File: src/rtl/evt_pkg.sv
package evt_pkg;
  localparam int EVT_W   = 16;
  localparam int BYTE_W  = 8;
  localparam int FRAME_W = 2 * (BYTE_W + 2);

  typedef logic [EVT_W-1:0] evt_word_t;

  function automatic evt_word_t mk_chr_word(input logic err, input logic stb,
                                            input logic par, input logic [BYTE_W-1:0] dat);
    return {1'b0, 1'b1, 3'b000, err, stb, par, dat};
  endfunction

  function automatic evt_word_t mk_rst_word(input logic lvl);
    return {1'b1, lvl, 14'd0};
  endfunction

  // two 8N1 bytes, low byte first, packed LSB-first for shifting
  function automatic logic [FRAME_W-1:0] mk_frame(input evt_word_t w);
    return {1'b1, w[15:8], 1'b0, 1'b1, w[7:0], 1'b0};
  endfunction
endpackage

File: src/rtl/evt_edge.sv
module evt_edge
  import evt_pkg::*;
(
  input  logic      clk_i,
  input  logic      rst_ni,
  input  logic      lvl_i,
  output logic      evt_o,
  output evt_word_t word_o
);
  logic lvl_q, primed_q;

  always_ff @(posedge clk_i or negedge rst_ni) begin
    if (!rst_ni) begin
      lvl_q    <= 1'b0;
      primed_q <= 1'b0;
    end else begin
      lvl_q    <= lvl_i;
      primed_q <= 1'b1;
    end
  end

  // first cycle after reset only captures the level
  assign evt_o  = primed_q && (lvl_i != lvl_q);
  assign word_o = mk_rst_word(lvl_i);
endmodule

File: src/rtl/evt_queue.sv
module evt_queue
  import evt_pkg::*;
#(
  parameter int DEPTH = 4,
  localparam int PW = $clog2(DEPTH),
  localparam int CW = $clog2(DEPTH + 1)
) (
  input  logic          clk_i,
  input  logic          rst_ni,
  input  logic          a_vld_i,
  input  evt_word_t     a_word_i,
  input  logic          b_vld_i,
  input  evt_word_t     b_word_i,
  input  logic          pop_i,
  output evt_word_t     rd_word_o,
  output logic          empty_o,
  output logic [CW-1:0] cnt_o
);
  evt_word_t       mem_q [DEPTH];
  logic [PW-1:0]   wptr_q, rptr_q;
  logic [CW-1:0]   cnt_q;
  logic            acc_a, acc_b, do_pop;

  // port a has priority and lands in the older slot
  always_comb begin
    acc_a  = a_vld_i && (cnt_q < CW'(DEPTH));
    acc_b  = b_vld_i && ((cnt_q + CW'(acc_a)) < CW'(DEPTH));
    do_pop = pop_i && (cnt_q != '0);
  end

  always_ff @(posedge clk_i) begin
    if (acc_a) mem_q[wptr_q] <= a_word_i;
    if (acc_b) mem_q[wptr_q + PW'(acc_a)] <= b_word_i;
  end

  always_ff @(posedge clk_i or negedge rst_ni) begin
    if (!rst_ni) begin
      wptr_q <= '0;
      rptr_q <= '0;
      cnt_q  <= '0;
    end else begin
      wptr_q <= wptr_q + PW'(acc_a) + PW'(acc_b);
      rptr_q <= rptr_q + PW'(do_pop);
      cnt_q  <= cnt_q + CW'(acc_a) + CW'(acc_b) - CW'(do_pop);
    end
  end

  assign rd_word_o = mem_q[rptr_q];
  assign empty_o   = (cnt_q == '0);
  assign cnt_o     = cnt_q;
endmodule

File: src/rtl/evt_serial.sv
module evt_serial
  import evt_pkg::*;
#(
  parameter int DIV = 4,
  localparam int DW = (DIV > 1) ? $clog2(DIV) : 1,
  localparam int BW = $clog2(FRAME_W)
) (
  input  logic          clk_i,
  input  logic          rst_ni,
  input  logic          pend_i,
  input  evt_word_t     word_i,
  output logic          pop_o,
  output logic          busy_o,
  output logic [DW-1:0] div_o,
  output logic          tx_o
);
  logic [FRAME_W-1:0] sh_q;
  logic [DW-1:0]      div_q;
  logic [BW-1:0]      bit_q;
  logic               busy_q;

  assign pop_o = !busy_q && pend_i;

  always_ff @(posedge clk_i or negedge rst_ni) begin
    if (!rst_ni) begin
      sh_q   <= '1;
      div_q  <= '0;
      bit_q  <= '0;
      busy_q <= 1'b0;
    end else if (!busy_q) begin
      if (pend_i) begin
        sh_q   <= mk_frame(word_i);
        div_q  <= '0;
        bit_q  <= '0;
        busy_q <= 1'b1;
      end
    end else if (div_q == DW'(DIV - 1)) begin
      div_q <= '0;
      sh_q  <= {1'b1, sh_q[FRAME_W-1:1]};
      if (bit_q == BW'(FRAME_W - 1)) busy_q <= 1'b0;
      else                           bit_q  <= bit_q + 1'b1;
    end else begin
      div_q <= div_q + 1'b1;
    end
  end

  assign busy_o = busy_q;
  assign div_o  = div_q;
  assign tx_o   = busy_q ? sh_q[0] : 1'b1;
endmodule

File: src/rtl/evt_uart_tx.sv
module evt_uart_tx
  import evt_pkg::*;
#(
  parameter int DIV   = 4,
  parameter int DEPTH = 4,
  localparam int DW = (DIV > 1) ? $clog2(DIV) : 1,
  localparam int CW = $clog2(DEPTH + 1)
) (
  input  logic       clk_i,
  input  logic       rst_ni,
  input  logic       chr_vld_i,
  input  logic       chr_err_i,
  input  logic       chr_start_i,
  input  logic       chr_par_i,
  input  logic [7:0] chr_data_i,
  input  logic       rst_lvl_i,
  output logic       tx_o
);
  logic          edge_evt, q_empty, ser_pop, ser_busy;
  evt_word_t     edge_word, chr_word, q_word;
  logic [CW-1:0] q_cnt;
  logic [DW-1:0] ser_div;

  assign chr_word = mk_chr_word(chr_err_i, chr_start_i, chr_par_i, chr_data_i);

  evt_edge u_edge (
    .clk_i  (clk_i),
    .rst_ni (rst_ni),
    .lvl_i  (rst_lvl_i),
    .evt_o  (edge_evt),
    .word_o (edge_word)
  );

  evt_queue #(.DEPTH(DEPTH)) u_queue (
    .clk_i     (clk_i),
    .rst_ni    (rst_ni),
    .a_vld_i   (chr_vld_i),
    .a_word_i  (chr_word),
    .b_vld_i   (edge_evt),
    .b_word_i  (edge_word),
    .pop_i     (ser_pop),
    .rd_word_o (q_word),
    .empty_o   (q_empty),
    .cnt_o     (q_cnt)
  );

  evt_serial #(.DIV(DIV)) u_serial (
    .clk_i  (clk_i),
    .rst_ni (rst_ni),
    .pend_i (!q_empty),
    .word_i (q_word),
    .pop_o  (ser_pop),
    .busy_o (ser_busy),
    .div_o  (ser_div),
    .tx_o   (tx_o)
  );
endmodule

File: config.mk
export PLATFORM = sky130hd
export DESIGN_NAME = evt_uart_tx
export DESIGN_NICKNAME = d
export VERILOG_FILES = /design/src/rtl/evt_pkg.sv /design/src/rtl/evt_edge.sv /design/src/rtl/evt_queue.sv /design/src/rtl/evt_serial.sv /design/src/rtl/evt_uart_tx.sv
export SDC_FILE = /design/constraint.sdc
export NUM_CORES = 1
export LEC_CHECK = 0
export BUFFER_PORTS_ARGS = -buffer_cell sky130_fd_sc_hd__buf_2
export CORE_MARGIN = 8
export CORE_UTILIZATION = 50
export CTS_CLUSTER_DIAMETER = 50
export DETAILED_ROUTE_END_ITERATION = 8
export PLACE_DENSITY = 0.77
export SYNTH_ARGS = -nofsm -noshare
export SYNTH_HDL_FRONTEND = slang
export SYNTH_SLANG_ARGS = --single-unit
export TNS_END_PERCENT = 5
File: constraint.sdc
create_clock -name clk_i -period 6.21 [get_ports clk_i]
set_clock_uncertainty 0.2 [all_clocks]
set_input_delay 0.3105 -clock clk_i [delete_from_list [all_inputs] [get_ports clk_i]]
set_output_delay 0.3105 -clock clk_i [all_outputs]
set_load 0.01 [all_outputs]
==> impl_metrics.csv <==
group,metric,value,unit
place,dp.final_hpwl,5880,um
cells_and_area,num-nets-final,448,
cells_and_area,drive_above_1_share,18.2,%
logic_synthesis,synth_top_area_share,23.9,%
logic_synthesis,async_flop_share,40.9,%
setup_path,crit_slowest_cell,"or2_0",
clocking,cts_inserted_buffers,9,
setup_path,reg2reg_to,"u_queue.cnt_o[2]$_DFF_PN0_",
sta,finalMaxSlewViolations,0,
min_path,min_path_type,"in -> reg",
logic_synthesis,ys_types,52,
sta,hold_viol,0,
cells_and_area,design_area,4390,um^2
sta,post-route-period-util,54.6,%
floorplan,core,7770,um^2
logic_synthesis,syn_inst,414,
setup_path,start_kind,"register",
clocking,clockBufferDepth,2,
logic_synthesis,synth_edf_count,4,
floorplan,dieArea,11200,um^2
setup_path,cp_data_arrival_time,3.42,ns
logic_synthesis,syn-cell-area,4020,um^2
setup_path,end_kind,"register",
place,place_area,4130,um^2
setup_path,worstPathCellList,"nor3_1 -> buf_4 -> or2_0 -> inv_2 -> ha_1 -> inv_1 -> ha_1 -> inv_1 -> fa_1 -> xnor2_1 -> xnor2_1",
sta,period_minus_slack,3.39,ns
clocking,worstSkewPairLatency,0.37,ns
run,drv_cap,0,
grt,antenna_found_initial,0,
logic_synthesis,yosys_warnings,0,
sta,tns,0,ns
setup_path,worstRegToRegCells,11,
logic_synthesis,syn_avg_cell_area,9.72,um^2
clocking,numClockSinks,88,
place,portBuffers,15,
floorplan,row_count,32,
run_status,outcome,"finished clean",
place,place_congestion,0.847,
grt,overflow,0,
cells_and_area,layout_commonest_cell,"nand2_1",
sta,max_freq,295,MHz
logic_synthesis,synth_seq_cells,88,
logic_synthesis,synth_area_leaders,"dfxtp_1 (24%), dfstp_2 (12%), nand2_1 (12%)",
setup_path,rr_startpoint,"u_queue.cnt_o[2]$_DFF_PN0_",
clocking,path_clk_slew,0.10,ns
sta,slew_headroom,40.3,%
logic_synthesis,synth_area_leader_cell,"dfxtp_1",
power,power_frac_seq,48.1,%
detailed_routing,wl,8820,um
setup_path,critical_path_class,"reg -> reg",
detailed_routing,num_vias,2937,
setup_path,crit_buf_inv,4,
cells_and_area,n_antenna_cell,0,
grt,grt_max_degree,37,
detailed_routing,drt-initial-drc-count,215,
clocking,htreeDepth,3,
sta,worst_pin_slew,0.889,ns
cells_and_area,area_growth,9.11,%
logic_synthesis,mappedNetlistNets,439,
floorplan,ioPinCount,16,
clocking,tritoncts,"yes",
power,power_density,501,nW/um^2
power,switching_share,36.9,%
logic_synthesis,ys.flop_type,"dfxtp_1",
detailed_routing,drc,0,
power,vdd_drop_max,0.218,mV
floorplan,fp.dieH,106,um
logic_synthesis,yosysSeqAreaShare,49.8,%
power,pwr-share-clk,18.0,%
floorplan,initial_core_util,51.8,%
min_path,min_path_cells,3,
detailed_routing,antenna_left,0,
floorplan,dieWidth,106,um
detailed_routing,avgViaCountPerCell,5.54,
min_path,min_to,"u_queue.mem_q[0][2]$_SDFFE_PP0P_",
sta,hold_ws,0.0101,ns
min_path,min_from,"chr_data_i[2]",
grt,grt.total_usage,16.9,%
power,switchingPower,0.812,mW
clocking,root_buffer,"clkbuf_8",
cells_and_area,final_cell_mix,"nand2_1 (126), a21oi_1 (49), dfxtp_1 (48)",
setup_path,crit_fanout,15,
setup_path,regToRegSetupSlack,2.82,ns
detailed_routing,drt-wirelength-per-cell,16.6,um
grt,grt_pass1_wl,15000,um
setup_path,required,6.24,ns
sta,rsz0062_at_grt,"no",
setup_path,worst_path_dominant_cell_family,"simple AND/OR/NAND/NOR gates",
power,leakage,1.76,nW
detailed_routing,drtPass1Iterations,4,
cells_and_area,n_fill_cell,664,
setup_path,cp_slowest_stage_delay,0.66,ns
sta,setup_viol,0,
grt,grt_pass1_vias,3074,
power,internal-power,1.39,mW
power,p_comb_share,33.9,%
-- stage by stage --
step                      utilization (%)  power, mW  cells  setup WS (ns)
after floorplan                         -       1.62    414           3.14
after global placement               53.1       1.75    507           2.95
after detailed placement             53.1       1.81    507           2.83
after CTS                            56.0       2.20    526           2.80
after global routing                 56.5       2.36    530           2.62
final                                56.5       2.20    530           2.82
-- worst register-to-register path, delay by kind of cell, from the launching register on --
kind / cells / cell delay (ns)
AND/OR/NAND/NOR: 2 / 0.89
adder cells (fa/ha/maj): 3 / 0.84
buffers and inverters: 4 / 0.55
flip-flops: 1 / 0.52
XOR/XNOR: 2 / 0.28
-- synthesized netlist by cell type (3+ instances only) --
cell type	n
a21o_1	4
a21oi_1	49
a31oi_1	11
buf_2	11
clkbuf_1	14
dfrtp_1	17
dfstp_2	19
dfxtp_1	48
edfxtp_1	4
ha_1	9
inv_1	5
mux2_1	4
mux4_2	12
nand2_1	126
nand2b_1	6
nor2_1	5
nor3_1	13
nor4_4	4
o21ai_0	8
or3_1	3
xnor2_1	4
-- cell families (layout without fill, tap and decap cells) --
group                      Yosys count  after routing  synth area share (%)
AOI/OAI and AO/OA                   80             80                  11.2
adders and majority gates           10             10                  3.30
xor gates and xnor gates             8              8                  2.11
DFF                                 88             88                  49.8
muxes                               19             19                  8.61
and+or+nand+nor                    176            176                  21.4
buffers and inverters               32             46                  3.42
other                                1              1                0.0932
-- power by group through the flow --
stage | sequential (mW) | clock, mW | combinational [mW]
6_report | 1.06 | 0.395 | 0.746
5_1_grt | 1.09 | 0.427 | 0.841
4_1_cts | 1.06 | 0.399 | 0.750
3_5_place_dp | 1.07 | 0 | 0.745
3_3_place_gp | 1.04 | 0 | 0.708
2_1_floorplan | 0.981 | 0 | 0.640
-- cell type report --
type	instances	area (um^2)	share of cell area, %
Clock buffer	9	124	2.82
Clock inverter	7	70.1	1.60
Inverter	6	22.5	0.513
Multi-Input combinational cell	294	1880	42.8
Sequential cell	88	2010	45.7
Tap cell	102	128	2.91
Timing Repair Buffer	24	160	3.65
-- worst max-delay path by stage --
| stage | from | to | slack (ns) | cells after the start |
|---|---|---|---|---|
| 2_1_floorplan | u_queue.cnt_o[2]$_DFF_PN0_ | u_queue.cnt_o[2]$_DFF_PN0_ | 3.14 | 14 |
| 3_3_place_gp | u_queue.cnt_o[2]$_DFF_PN0_ | u_queue.cnt_o[2]$_DFF_PN0_ | 2.95 | 11 |
| 3_5_place_dp | u_queue.cnt_o[2]$_DFF_PN0_ | u_queue.cnt_o[2]$_DFF_PN0_ | 2.83 | 11 |
| 4_1_cts | u_queue.cnt_o[2]$_DFF_PN0_ | u_queue.cnt_o[2]$_DFF_PN0_ | 2.80 | 11 |
| 5_1_grt | u_queue.cnt_o[2]$_DFF_PN0_ | u_queue.cnt_o[2]$_DFF_PN0_ | 2.62 | 11 |
| 6_report | u_queue.cnt_o[2]$_DFF_PN0_ | u_queue.cnt_o[2]$_DFF_PN0_ | 2.82 | 11 |
-- sequential cells by signal, indices dropped and copies added (netlist names) --
| signal | flops |
|---|---|
| u_edge.primed_q | 1 |
| u_edge.lvl_q | 1 |
| u_serial.div_o | 2 |
| u_serial.sh_q | 19 |
| u_serial.bit_q | 5 |
| u_serial.busy_o | 1 |
| u_queue.mem_q | 52 |
| u_queue.cnt_o | 3 |
| u_queue.rptr_q | 2 |
| u_queue.wptr_q | 2 |
-- repair_timing --
action	4_1_cts	5_1_grt
setup buffers	0	0
resized for setup	0	0
hold endpoints to repair	20	4
hold buffers	3	4
-- per-layer routing --
metal | track usage, % | vias to the layer above | part of all wire (%)
li1 | - | 1448 | -
met5 | 0 | - | 0
met1 | 19.9 | 1401 | 43
met2 | 28.6 | 78 | 50
met4 | 7.74 | 0 | 1.4
met3 | 3.65 | 10 | 5.2
No activity file was read; power rests on OpenSTA's default activity.
